--- src/rtl/cdf_pkg.sv ---
package cdf_pkg;
  localparam int WORD_W = 32;
  localparam int LANES  = WORD_W / 8;

  typedef struct packed {
    logic txPush;
    logic txPop;
    logic rxPush;
    logic rxPop;
    logic clr;
  } fifoStrobes_t;
endpackage

--- src/rtl/cdf_fifo.sv ---
module cdf_fifo #(
  parameter int WIDTH = 32,
  parameter int DEPTH = 16,
  localparam int AW    = $clog2(DEPTH),
  localparam int CNT_W = $clog2(DEPTH + 1)
) (
  input  logic             clk,
  input  logic             rstN,
  input  logic             clr,
  input  logic             push,
  input  logic             pop,
  input  logic [WIDTH-1:0] wrWord,
  output logic [WIDTH-1:0] rdWord,
  output logic [CNT_W-1:0] count,
  output logic             full,
  output logic             empty
);
  logic [WIDTH-1:0] mem [DEPTH];
  logic [AW-1:0] wrPtr, rdPtr;

  // storage has no reset; only pointers carry state
  always_ff @(posedge clk) begin
    if (push && !clr) mem[wrPtr] <= wrWord;
  end

  always_ff @(posedge clk or negedge rstN) begin
    if (!rstN) begin
      wrPtr <= '0;
      rdPtr <= '0;
      count <= '0;
    end else if (clr) begin
      wrPtr <= '0;
      rdPtr <= '0;
      count <= '0;
    end else begin
      if (push) wrPtr <= (wrPtr == AW'(DEPTH - 1)) ? '0 : wrPtr + 1'b1;
      if (pop)  rdPtr <= (rdPtr == AW'(DEPTH - 1)) ? '0 : rdPtr + 1'b1;
      case ({push, pop})
        2'b10:   count <= count + 1'b1;
        2'b01:   count <= count - 1'b1;
        default: count <= count;
      endcase
    end
  end

  assign rdWord = mem[rdPtr];
  assign full   = (count == CNT_W'(DEPTH));
  assign empty  = (count == '0);
endmodule

--- src/rtl/cdf_datapath.sv ---
module cdf_datapath
  import cdf_pkg::*;
#(
  parameter int DEPTH   = 16,
  parameter int WMARK   = 8,
  parameter int BYTE_W  = 16,
  localparam int CNT_W   = $clog2(DEPTH + 1),
  localparam int BURST_B = WMARK * WORD_W / 8,
  localparam int SH      = $clog2(BURST_B),
  localparam int BURST_W = BYTE_W + 1 - SH,
  localparam int LSH     = $clog2(LANES)
) (
  input  logic               clk,
  input  logic               rstN,
  input  fifoStrobes_t       strobes,
  input  logic [WORD_W-1:0]  regWrData,
  input  logic [WORD_W-1:0]  cardPushData,
  output logic [WORD_W-1:0]  regRdData,
  output logic [WORD_W-1:0]  cardPopData,
  input  logic [BYTE_W-1:0]  byteCount,
  output logic [BURST_W-1:0] burstCount,
  output logic [LANES-1:0]   lastLaneMask,
  output logic [CNT_W-1:0]   txCount,
  output logic [CNT_W-1:0]   rxCount,
  output logic               txFull,
  output logic               txEmpty,
  output logic               rxFull,
  output logic               rxEmpty
);
  // index 0 = transmit queue, index 1 = receive queue
  logic [1:0]        qPush, qPop, qFull, qEmpty;
  logic [WORD_W-1:0] qIn  [2];
  logic [WORD_W-1:0] qOut [2];
  logic [CNT_W-1:0]  qCnt [2];

  assign qPush  = {strobes.rxPush, strobes.txPush};
  assign qPop   = {strobes.rxPop,  strobes.txPop};
  assign qIn[0] = regWrData;
  assign qIn[1] = cardPushData;

  for (genvar g = 0; g < 2; g++) begin : gQueue
    cdf_fifo #(.WIDTH(WORD_W), .DEPTH(DEPTH)) uFifo (
      .clk    (clk),
      .rstN   (rstN),
      .clr    (strobes.clr),
      .push   (qPush[g]),
      .pop    (qPop[g]),
      .wrWord (qIn[g]),
      .rdWord (qOut[g]),
      .count  (qCnt[g]),
      .full   (qFull[g]),
      .empty  (qEmpty[g])
    );
  end

  assign cardPopData = qOut[0];
  assign regRdData   = qOut[1];
  assign txCount     = qCnt[0];
  assign rxCount     = qCnt[1];
  assign txFull      = qFull[0];
  assign txEmpty     = qEmpty[0];
  assign rxFull      = qFull[1];
  assign rxEmpty     = qEmpty[1];

  // burst count rounded up
  logic [BYTE_W:0] roundedBytes;
  assign roundedBytes = {1'b0, byteCount} + (BYTE_W + 1)'(BURST_B - 1);
  assign burstCount   = roundedBytes[BYTE_W:SH];

  // valid byte lanes of the final word
  logic [LSH-1:0] tailBytes;
  logic           anyBytes;
  assign tailBytes = byteCount[LSH-1:0];
  assign anyBytes  = (byteCount != '0);

  for (genvar k = 0; k < LANES; k++) begin : gLane
    assign lastLaneMask[k] = anyBytes &&
                             ((tailBytes == '0) || (LSH'(k) < tailBytes));
  end
endmodule

--- src/rtl/cdf_ctrl.sv ---
module cdf_ctrl
  import cdf_pkg::*;
#(
  parameter int DEPTH = 16,
  parameter int WMARK = 8,
  localparam int CNT_W = $clog2(DEPTH + 1)
) (
  input  logic             clk,
  input  logic             rstN,
  input  logic             dmaMode,
  input  logic             cmdLoad,
  input  logic             cmdDataEn,
  input  logic             regWr,
  input  logic             regRd,
  input  logic             cardPush,
  input  logic             cardPop,
  input  logic             txFull,
  input  logic             txEmpty,
  input  logic             rxFull,
  input  logic             rxEmpty,
  input  logic [CNT_W-1:0] txCount,
  input  logic [CNT_W-1:0] rxCount,
  output fifoStrobes_t     strobes,
  output logic             txDmaReq,
  output logic             rxDmaReq,
  output logic             txWrReqFlag,
  output logic             rxRdReqFlag,
  output logic             txErr,
  output logic             rxErr
);
  logic clrNow, armed, txBelow, rxAbove;
  logic txBad, rxBad;

  assign clrNow = cmdLoad && cmdDataEn;

  always_comb begin
    strobes        = '0;
    strobes.clr    = clrNow;
    strobes.txPush = regWr    && !txFull  && !clrNow;
    strobes.txPop  = cardPop  && !txEmpty && !clrNow;
    strobes.rxPush = cardPush && !rxFull  && !clrNow;
    strobes.rxPop  = regRd    && !rxEmpty && !clrNow;
  end

  assign txBad = (regWr && txFull) || (cardPop && txEmpty);
  assign rxBad = (cardPush && rxFull) || (regRd && rxEmpty);

  always_ff @(posedge clk or negedge rstN) begin
    if (!rstN) begin
      armed <= 1'b0;
      txErr <= 1'b0;
      rxErr <= 1'b0;
    end else if (clrNow) begin
      armed <= 1'b1;
      txErr <= 1'b0;
      rxErr <= 1'b0;
    end else begin
      if (txBad) txErr <= 1'b1;
      if (rxBad) rxErr <= 1'b1;
    end
  end

  // watermark decode straight from the occupancy, no extra register
  assign txBelow = txCount <  CNT_W'(WMARK);
  assign rxAbove = rxCount >= CNT_W'(WMARK);

  assign txDmaReq    = armed &&  dmaMode && txBelow;
  assign rxDmaReq    = armed &&  dmaMode && rxAbove;
  assign txWrReqFlag = armed && !dmaMode && txBelow;
  assign rxRdReqFlag = armed && !dmaMode && rxAbove;
endmodule

--- src/rtl/card_data_fifo.sv ---
module card_data_fifo
  import cdf_pkg::*;
#(
  parameter int DEPTH  = 16,
  parameter int WMARK  = 8,
  parameter int BYTE_W = 16,
  localparam int CNT_W   = $clog2(DEPTH + 1),
  localparam int BURST_W = BYTE_W + 1 - $clog2(WMARK * WORD_W / 8)
) (
  input  logic               clk,
  input  logic               rstN,
  input  logic               dmaMode,
  input  logic               cmdLoad,
  input  logic               cmdDataEn,
  input  logic               regWr,
  input  logic [WORD_W-1:0]  regWrData,
  input  logic               regRd,
  output logic [WORD_W-1:0]  regRdData,
  input  logic               cardPush,
  input  logic [WORD_W-1:0]  cardPushData,
  input  logic               cardPop,
  output logic [WORD_W-1:0]  cardPopData,
  input  logic [BYTE_W-1:0]  byteCount,
  output logic [BURST_W-1:0] burstCount,
  output logic [LANES-1:0]   lastLaneMask,
  output logic               txDmaReq,
  output logic               rxDmaReq,
  output logic               txWrReqFlag,
  output logic               rxRdReqFlag,
  output logic [CNT_W-1:0]   txCount,
  output logic [CNT_W-1:0]   rxCount,
  output logic               txFull,
  output logic               txEmpty,
  output logic               rxFull,
  output logic               rxEmpty,
  output logic               txErr,
  output logic               rxErr
);
  fifoStrobes_t strobes;

  cdf_ctrl #(.DEPTH(DEPTH), .WMARK(WMARK)) uCtrl (
    .clk         (clk),
    .rstN        (rstN),
    .dmaMode     (dmaMode),
    .cmdLoad     (cmdLoad),
    .cmdDataEn   (cmdDataEn),
    .regWr       (regWr),
    .regRd       (regRd),
    .cardPush    (cardPush),
    .cardPop     (cardPop),
    .txFull      (txFull),
    .txEmpty     (txEmpty),
    .rxFull      (rxFull),
    .rxEmpty     (rxEmpty),
    .txCount     (txCount),
    .rxCount     (rxCount),
    .strobes     (strobes),
    .txDmaReq    (txDmaReq),
    .rxDmaReq    (rxDmaReq),
    .txWrReqFlag (txWrReqFlag),
    .rxRdReqFlag (rxRdReqFlag),
    .txErr       (txErr),
    .rxErr       (rxErr)
  );

  cdf_datapath #(.DEPTH(DEPTH), .WMARK(WMARK), .BYTE_W(BYTE_W)) uData (
    .clk          (clk),
    .rstN         (rstN),
    .strobes      (strobes),
    .regWrData    (regWrData),
    .cardPushData (cardPushData),
    .regRdData    (regRdData),
    .cardPopData  (cardPopData),
    .byteCount    (byteCount),
    .burstCount   (burstCount),
    .lastLaneMask (lastLaneMask),
    .txCount      (txCount),
    .rxCount      (rxCount),
    .txFull       (txFull),
    .txEmpty      (txEmpty),
    .rxFull       (rxFull),
    .rxEmpty      (rxEmpty)
  );
endmodule

--- config.mk ---
export PLATFORM = sky130hd
export DESIGN_NAME = card_data_fifo
export DESIGN_NICKNAME = d
export VERILOG_FILES = /design/src/rtl/cdf_pkg.sv /design/src/rtl/cdf_fifo.sv /design/src/rtl/cdf_datapath.sv /design/src/rtl/cdf_ctrl.sv /design/src/rtl/card_data_fifo.sv
export SDC_FILE = /design/constraint.sdc
export NUM_CORES = 1
export LEC_CHECK = 0
export ABC_AREA = 1
export ABC_CLOCK_PERIOD_IN_PS = 3300
export BUFFER_PORTS_ARGS = -buffer_cell sky130_fd_sc_hd__buf_2
export CAP_MARGIN = 30
export CORE_MARGIN = 3
export CORE_UTILIZATION = 55
export DETAILED_ROUTE_END_ITERATION = 7
export PLACE_DENSITY = 0.8
export SLEW_MARGIN = 20
export SYNTH_ARGS = -nofsm -noshare
export SYNTH_HDL_FRONTEND = slang
export SYNTH_HIERARCHICAL = 1
export SYNTH_SLANG_ARGS = --single-unit
--- constraint.sdc ---
create_clock -name clk -period 3.3 [get_ports clk]
set_input_delay 0 -clock clk [delete_from_list [all_inputs] [get_ports clk]]
set_output_delay 0 -clock clk [all_outputs]
set_load 0.02 [all_outputs]
==> impl_metrics.sql <==
INSERT INTO impl_metrics (metric_group, metric, value, unit) VALUES
('finish', 'fin_nets', '3742', ''),
('power', 'cellInternalPower', '24600', 'uW'),
('finish', 'final_core_utilization', '0.640', ''),
('finish', 'area_occupied_by_multi_input_gates', '0.00983', 'mm2'),
('synth', 'synth.top_cells.by_area', 'sky130_fd_sc_hd__edfxtp_1, sky130_fd_sc_hd__nor2_1, sky130_fd_sc_hd__nand2_1', ''),
('power', 'power.switching_fraction', '0.346', ''),
('worst_setup_path', 'critPathArrivalTime', '3.16', 'ns'),
('synth', 'synth_top_area_frac', '0.724', ''),
('route', 'vias', '28400', ''),
('clocking', 'cts_made_buffers', '100', ''),
('synth', 'multiplexer_area_fraction_after_synthesis', '0', ''),
('worst_setup_path', 'rrSetupSlack', '0.47', 'ns'),
('sta', 'report.final.setup_viol', '0', ''),
('synth', 'synth_sequential_area_ratio', '0.741', ''),
('finish', 'fin_area', '0.0488', 'mm2'),
('synth', 'synth_largest_area_cell', 'sky130_fd_sc_hd__edfxtp_1', ''),
('route', 'route.detailed.wl_per_inst', '21.7', 'um'),
('synth', 'synth_adder_area_share', '0.00471', ''),
('sta', 'timing_worst_slew_pin_value', '0.933', 'ns'),
('sta', 'period_minus_slack', '3.16', 'ns'),
('route', 'detail_route.wirelength', '103000', 'um'),
('floorplan', 'die-area', '0.0806', 'mm2'),
('sta', 'achievable_freq', '317', 'MHz'),
('sta', 'rsz0062_at_grt', 'false', ''),
('worst_setup_path', 'timing_worst_setup_path_type', 'flip-flop to output pin', ''),
('sta', 'clock-skew-final', '0.0729', 'ns'),
('synth', 'synth_seq_cells', '1053', ''),
('route', 'met2_length', '50200', 'um'),
('clocking', 'cts-hold-fix-buffers', '77', ''),
('power', 'ir_worst_vdd', '678', 'uV'),
('clocking', 'worstSkewPairLatency', '0.69', 'ns'),
('route', 'postRouteAntennaNets', '0', ''),
('sta', 'setup_total_negative_slack', '0', 'ns'),
('grt', 'grt_antenna_before_repair', '3', ''),
('power', 'power.share.combinational', '0.287', ''),
('finish', 'flip_flop_and_latch_area', '0.0315', 'mm2'),
('route', 'drt-initial-drc-count', '3550', ''),
('synth', 'synth_fp_nets', '3501', ''),
('grt', 'vias_in_the_first_global_route', '28300', ''),
('worst_setup_path', 'setup.worst_path.end_class', 'output pin', ''),
('worst_setup_path', 'critical_path.reg2reg.startpoint', 'uData/gQueue[1].uFifo/count[0]$_DFFE_PN0P_', ''),
('power', 'power.density_cell_area', '770', 'mW/mm2'),
('clocking', 'postCtsSetupRepairBufs', '0', ''),
('placement', 'global_placer_s_final_weighted_congestion', '0.832', ''),
('placement', 'dpl_cell_area', '0.0448', 'mm2'),
('clocking', 'cts_resized', '0', ''),
('route', 'route.layer.met1.wl', '38700', 'um'),
('clocking', 'cts_tree', 'built', ''),
('synth', 'synth_top_family_by_area', 'simple AND/OR/NAND/NOR gates', ''),
('status', 'run_status', 'finished, final reports clean', ''),
('synth', 'synth_compound_gate_area_share', '0.0933', ''),
('worst_setup_path', 'reg2regPathDepth', '9', ''),
('finish', 'fillers', '5199', ''),
('finish', 'final_layout_size_suffix_gt1_frac', '0.124', ''),
('clocking', 'cts_root_buf', 'sky130_fd_sc_hd__clkbuf_16', ''),
('worst_setup_path', 'worst_r2r_endpoint', 'uData/gQueue[1].uFifo/mem[13][23]$_DFFE_PP_', ''),
('grt', 'grt_first_pass_wirelength', '159000', 'um'),
('worst_setup_path', 'crit_path_max_fanout', '56', ''),
('floorplan', 'initial_core_utilization', '0.557', ''),
('finish', 'syn2layout_area_growth', '14.9', '%'),
('placement', 'detailed_place_hpwl', '57600', 'um'),
('sta', 'total_count_of_max_transition_violations_in_the_final_report', '0', ''),
('synth', 'xor_and_xnor_fraction_of_the_mapped_netlist_area', '0.00227', ''),
('power', 'static-leakage-power', '0.0167', 'uW'),
('job', 'timing.max_cap.violations', '0', ''),
('synth', 'post_synth_instance_area', '0.0425', 'mm2'),
('power', 'pwr-share-seq', '0.417', ''),
('grt', 'track_usage', '0.252', ''),
('route', 'detail_route.vias_per_cell', '5.98', ''),
('clocking', 'cts-htree-levels', '3', ''),
('sta', 'rel_slew_slack', '0.378', '');
## per-layer routing
layer	vias to the layer above	GRT usage
met4	2	0.101
met5	-	0
met3	256	0.0463
met2	1671	0.413
li1	12700	-
met1	13800	0.337
## layout by cell type, fill, tap and decap left out, drive strengths merged
| cell type | count |
|---|---|
| nand2 | 576 |
| nand3 | 165 |
| o22ai | 68 |
| ha | 16 |
| bufinv | 8 |
| o211ai | 111 |
| o31ai | 1 |
| dfrtp | 29 |
| nor3 | 6 |
| nor2 | 580 |
| buf | 264 |
| clkinvlp | 1 |
| dlygate4sd3 | 76 |
| clkinv | 46 |
| inv | 79 |
| a31oi | 65 |
| or2 | 1 |
| xor2 | 11 |
| diode | 4 |
| o21ai | 441 |
| a21oi | 10 |
| clkbuf | 126 |
| o21bai | 3 |
| edfxtp | 1024 |
| nand4 | 8 |
| a21boi | 1 |
## critical path: stages (launching register included)
cell                      delay, ns
sky130_fd_sc_hd__dfrtp_4       0.85
sky130_fd_sc_hd__nand2_1       0.14
sky130_fd_sc_hd__inv_2         0.63
sky130_fd_sc_hd__buf_4         0.33
sky130_fd_sc_hd__nand3_1       0.10
sky130_fd_sc_hd__nand2_1       0.08
sky130_fd_sc_hd__a31oi_1       0.05
sky130_fd_sc_hd__o21ai_1       0.11
sky130_fd_sc_hd__nand2_1       0.06
sky130_fd_sc_hd__buf_2         0.16
## power by group through the flow
stage / Sequential [uW] / Clock, uW / Combinational (uW)
floorplan: 15700 / 0 / 7310
global placement: 15900 / 0 / 10200
detailed placement: 15900 / 0 / 10400
CTS: 15600 / 11200 / 10700
global route: 15700 / 11800 / 11800
finish: 15700 / 11100 / 10800
## cell families (layout without fill, tap and decap cells)
group	count (synthesis)	count (layout)
DFF	1053	1053
other	0	4
and+or+nand+nor	1336	1336
buffers and inverters	280	600
xor gates and xnor gates	11	11
AOI/OAI and AO/OA	700	700
adders and majority gates	16	16
## how the worst max path moves through the flow
stage	from	slack, ns	endpoint
floorplan	uData/gQueue[0].uFifo/count[0]$_DFFE_PN0P_	-0.07	uData/gQueue[0].uFifo/mem[0][0]$_DFFE_PP_
global placement	uData/gQueue[1].uFifo/count[0]$_DFFE_PN0P_	0.64	uData/gQueue[1].uFifo/mem[13][23]$_DFFE_PP_
detailed placement	uData/gQueue[1].uFifo/count[0]$_DFFE_PN0P_	0.52	uData/gQueue[1].uFifo/mem[0][23]$_DFFE_PP_
CTS	uData/gQueue[0].uFifo/rdPtr[1]$_DFFE_PN0P_	0.16	cardPopData[31]
global route	uData/gQueue[0].uFifo/rdPtr[1]$_DFFE_PN0P_	0.02	cardPopData[31]
finish	uData/gQueue[0].uFifo/rdPtr[1]$_DFFE_PN0P_	0.14	cardPopData[19]
## through the flow
stage / cells / hold slack [ns] / setup slack (ns) / total power (uW)
CTS: 4746 / 0.140 / 0.163 / 37600
floorplan: 3396 / -0.296 / -0.0659 / 23000
global placement: 4488 / 0.0908 / 0.640 / 26000
detailed placement: 4488 / 0.105 / 0.522 / 26300
global route: 4746 / 0.207 / 0.0210 / 39200
finish: 4750 / 0.208 / 0.144 / 37600
## cells in the mapped netlist
cell type / number
sky130_fd_sc_hd__nand2_2: 3
sky130_fd_sc_hd__inv_2: 3
sky130_fd_sc_hd__nor3_2: 1
sky130_fd_sc_hd__a21boi_1: 1
sky130_fd_sc_hd__clkinv_1: 2
sky130_fd_sc_hd__a31oi_1: 65
sky130_fd_sc_hd__ha_1: 16
sky130_fd_sc_hd__buf_4: 17
sky130_fd_sc_hd__o31ai_1: 1
sky130_fd_sc_hd__xor2_1: 11
sky130_fd_sc_hd__nor2_1: 574
sky130_fd_sc_hd__dfrtp_1: 29
sky130_fd_sc_hd__or2_1: 1
sky130_fd_sc_hd__o21ai_1: 66
sky130_fd_sc_hd__nand4_1: 8
sky130_fd_sc_hd__a21oi_1: 10
sky130_fd_sc_hd__o21bai_1: 3
sky130_fd_sc_hd__nand3_2: 3
sky130_fd_sc_hd__nor2_2: 2
sky130_fd_sc_hd__edfxtp_1: 1024
sky130_fd_sc_hd__inv_4: 2
sky130_fd_sc_hd__nor2_4: 4
sky130_fd_sc_hd__inv_1: 72
sky130_fd_sc_hd__nor3_1: 5
sky130_fd_sc_hd__clkbuf_1: 90
sky130_fd_sc_hd__buf_12: 1
sky130_fd_sc_hd__buf_1: 15
sky130_fd_sc_hd__o211ai_1: 111
sky130_fd_sc_hd__buf_8: 1
sky130_fd_sc_hd__buf_2: 51
sky130_fd_sc_hd__nand2_1: 572
sky130_fd_sc_hd__nand2_4: 1
sky130_fd_sc_hd__buf_6: 26
sky130_fd_sc_hd__o22ai_1: 68
sky130_fd_sc_hd__nand3_1: 162
sky130_fd_sc_hd__o21ai_0: 375
## final cells by class
| class | count | share of cell area |
|---|---|---|
| well taps | 1030 | 0.0264 |
| flip-flops and latches | 1053 | 0.645 |
| diodes | 4 | 0.000205 |
| inverters | 79 | 0.00633 |
| clock buffers | 126 | 0.0533 |
| clock inverters | 55 | 0.0126 |
| multi-input cells | 2063 | 0.201 |
| repair buffers | 340 | 0.0545 |
## sequential cells by signal, summed over array words and instances, names as in the netlist
| name | cells |
|---|---|
| uCtrl/rxErr | 1 |
| uData/gQueue.uFifo/rdPtr | 8 |
| uData/gQueue.uFifo/mem | 1024 |
| uData/gQueue.uFifo/count | 10 |
| uCtrl/armed | 1 |
| uCtrl/txErr | 1 |
| uData/gQueue.uFifo/wrPtr | 8 |
Note: power is estimated with default switching activity, not from simulation.
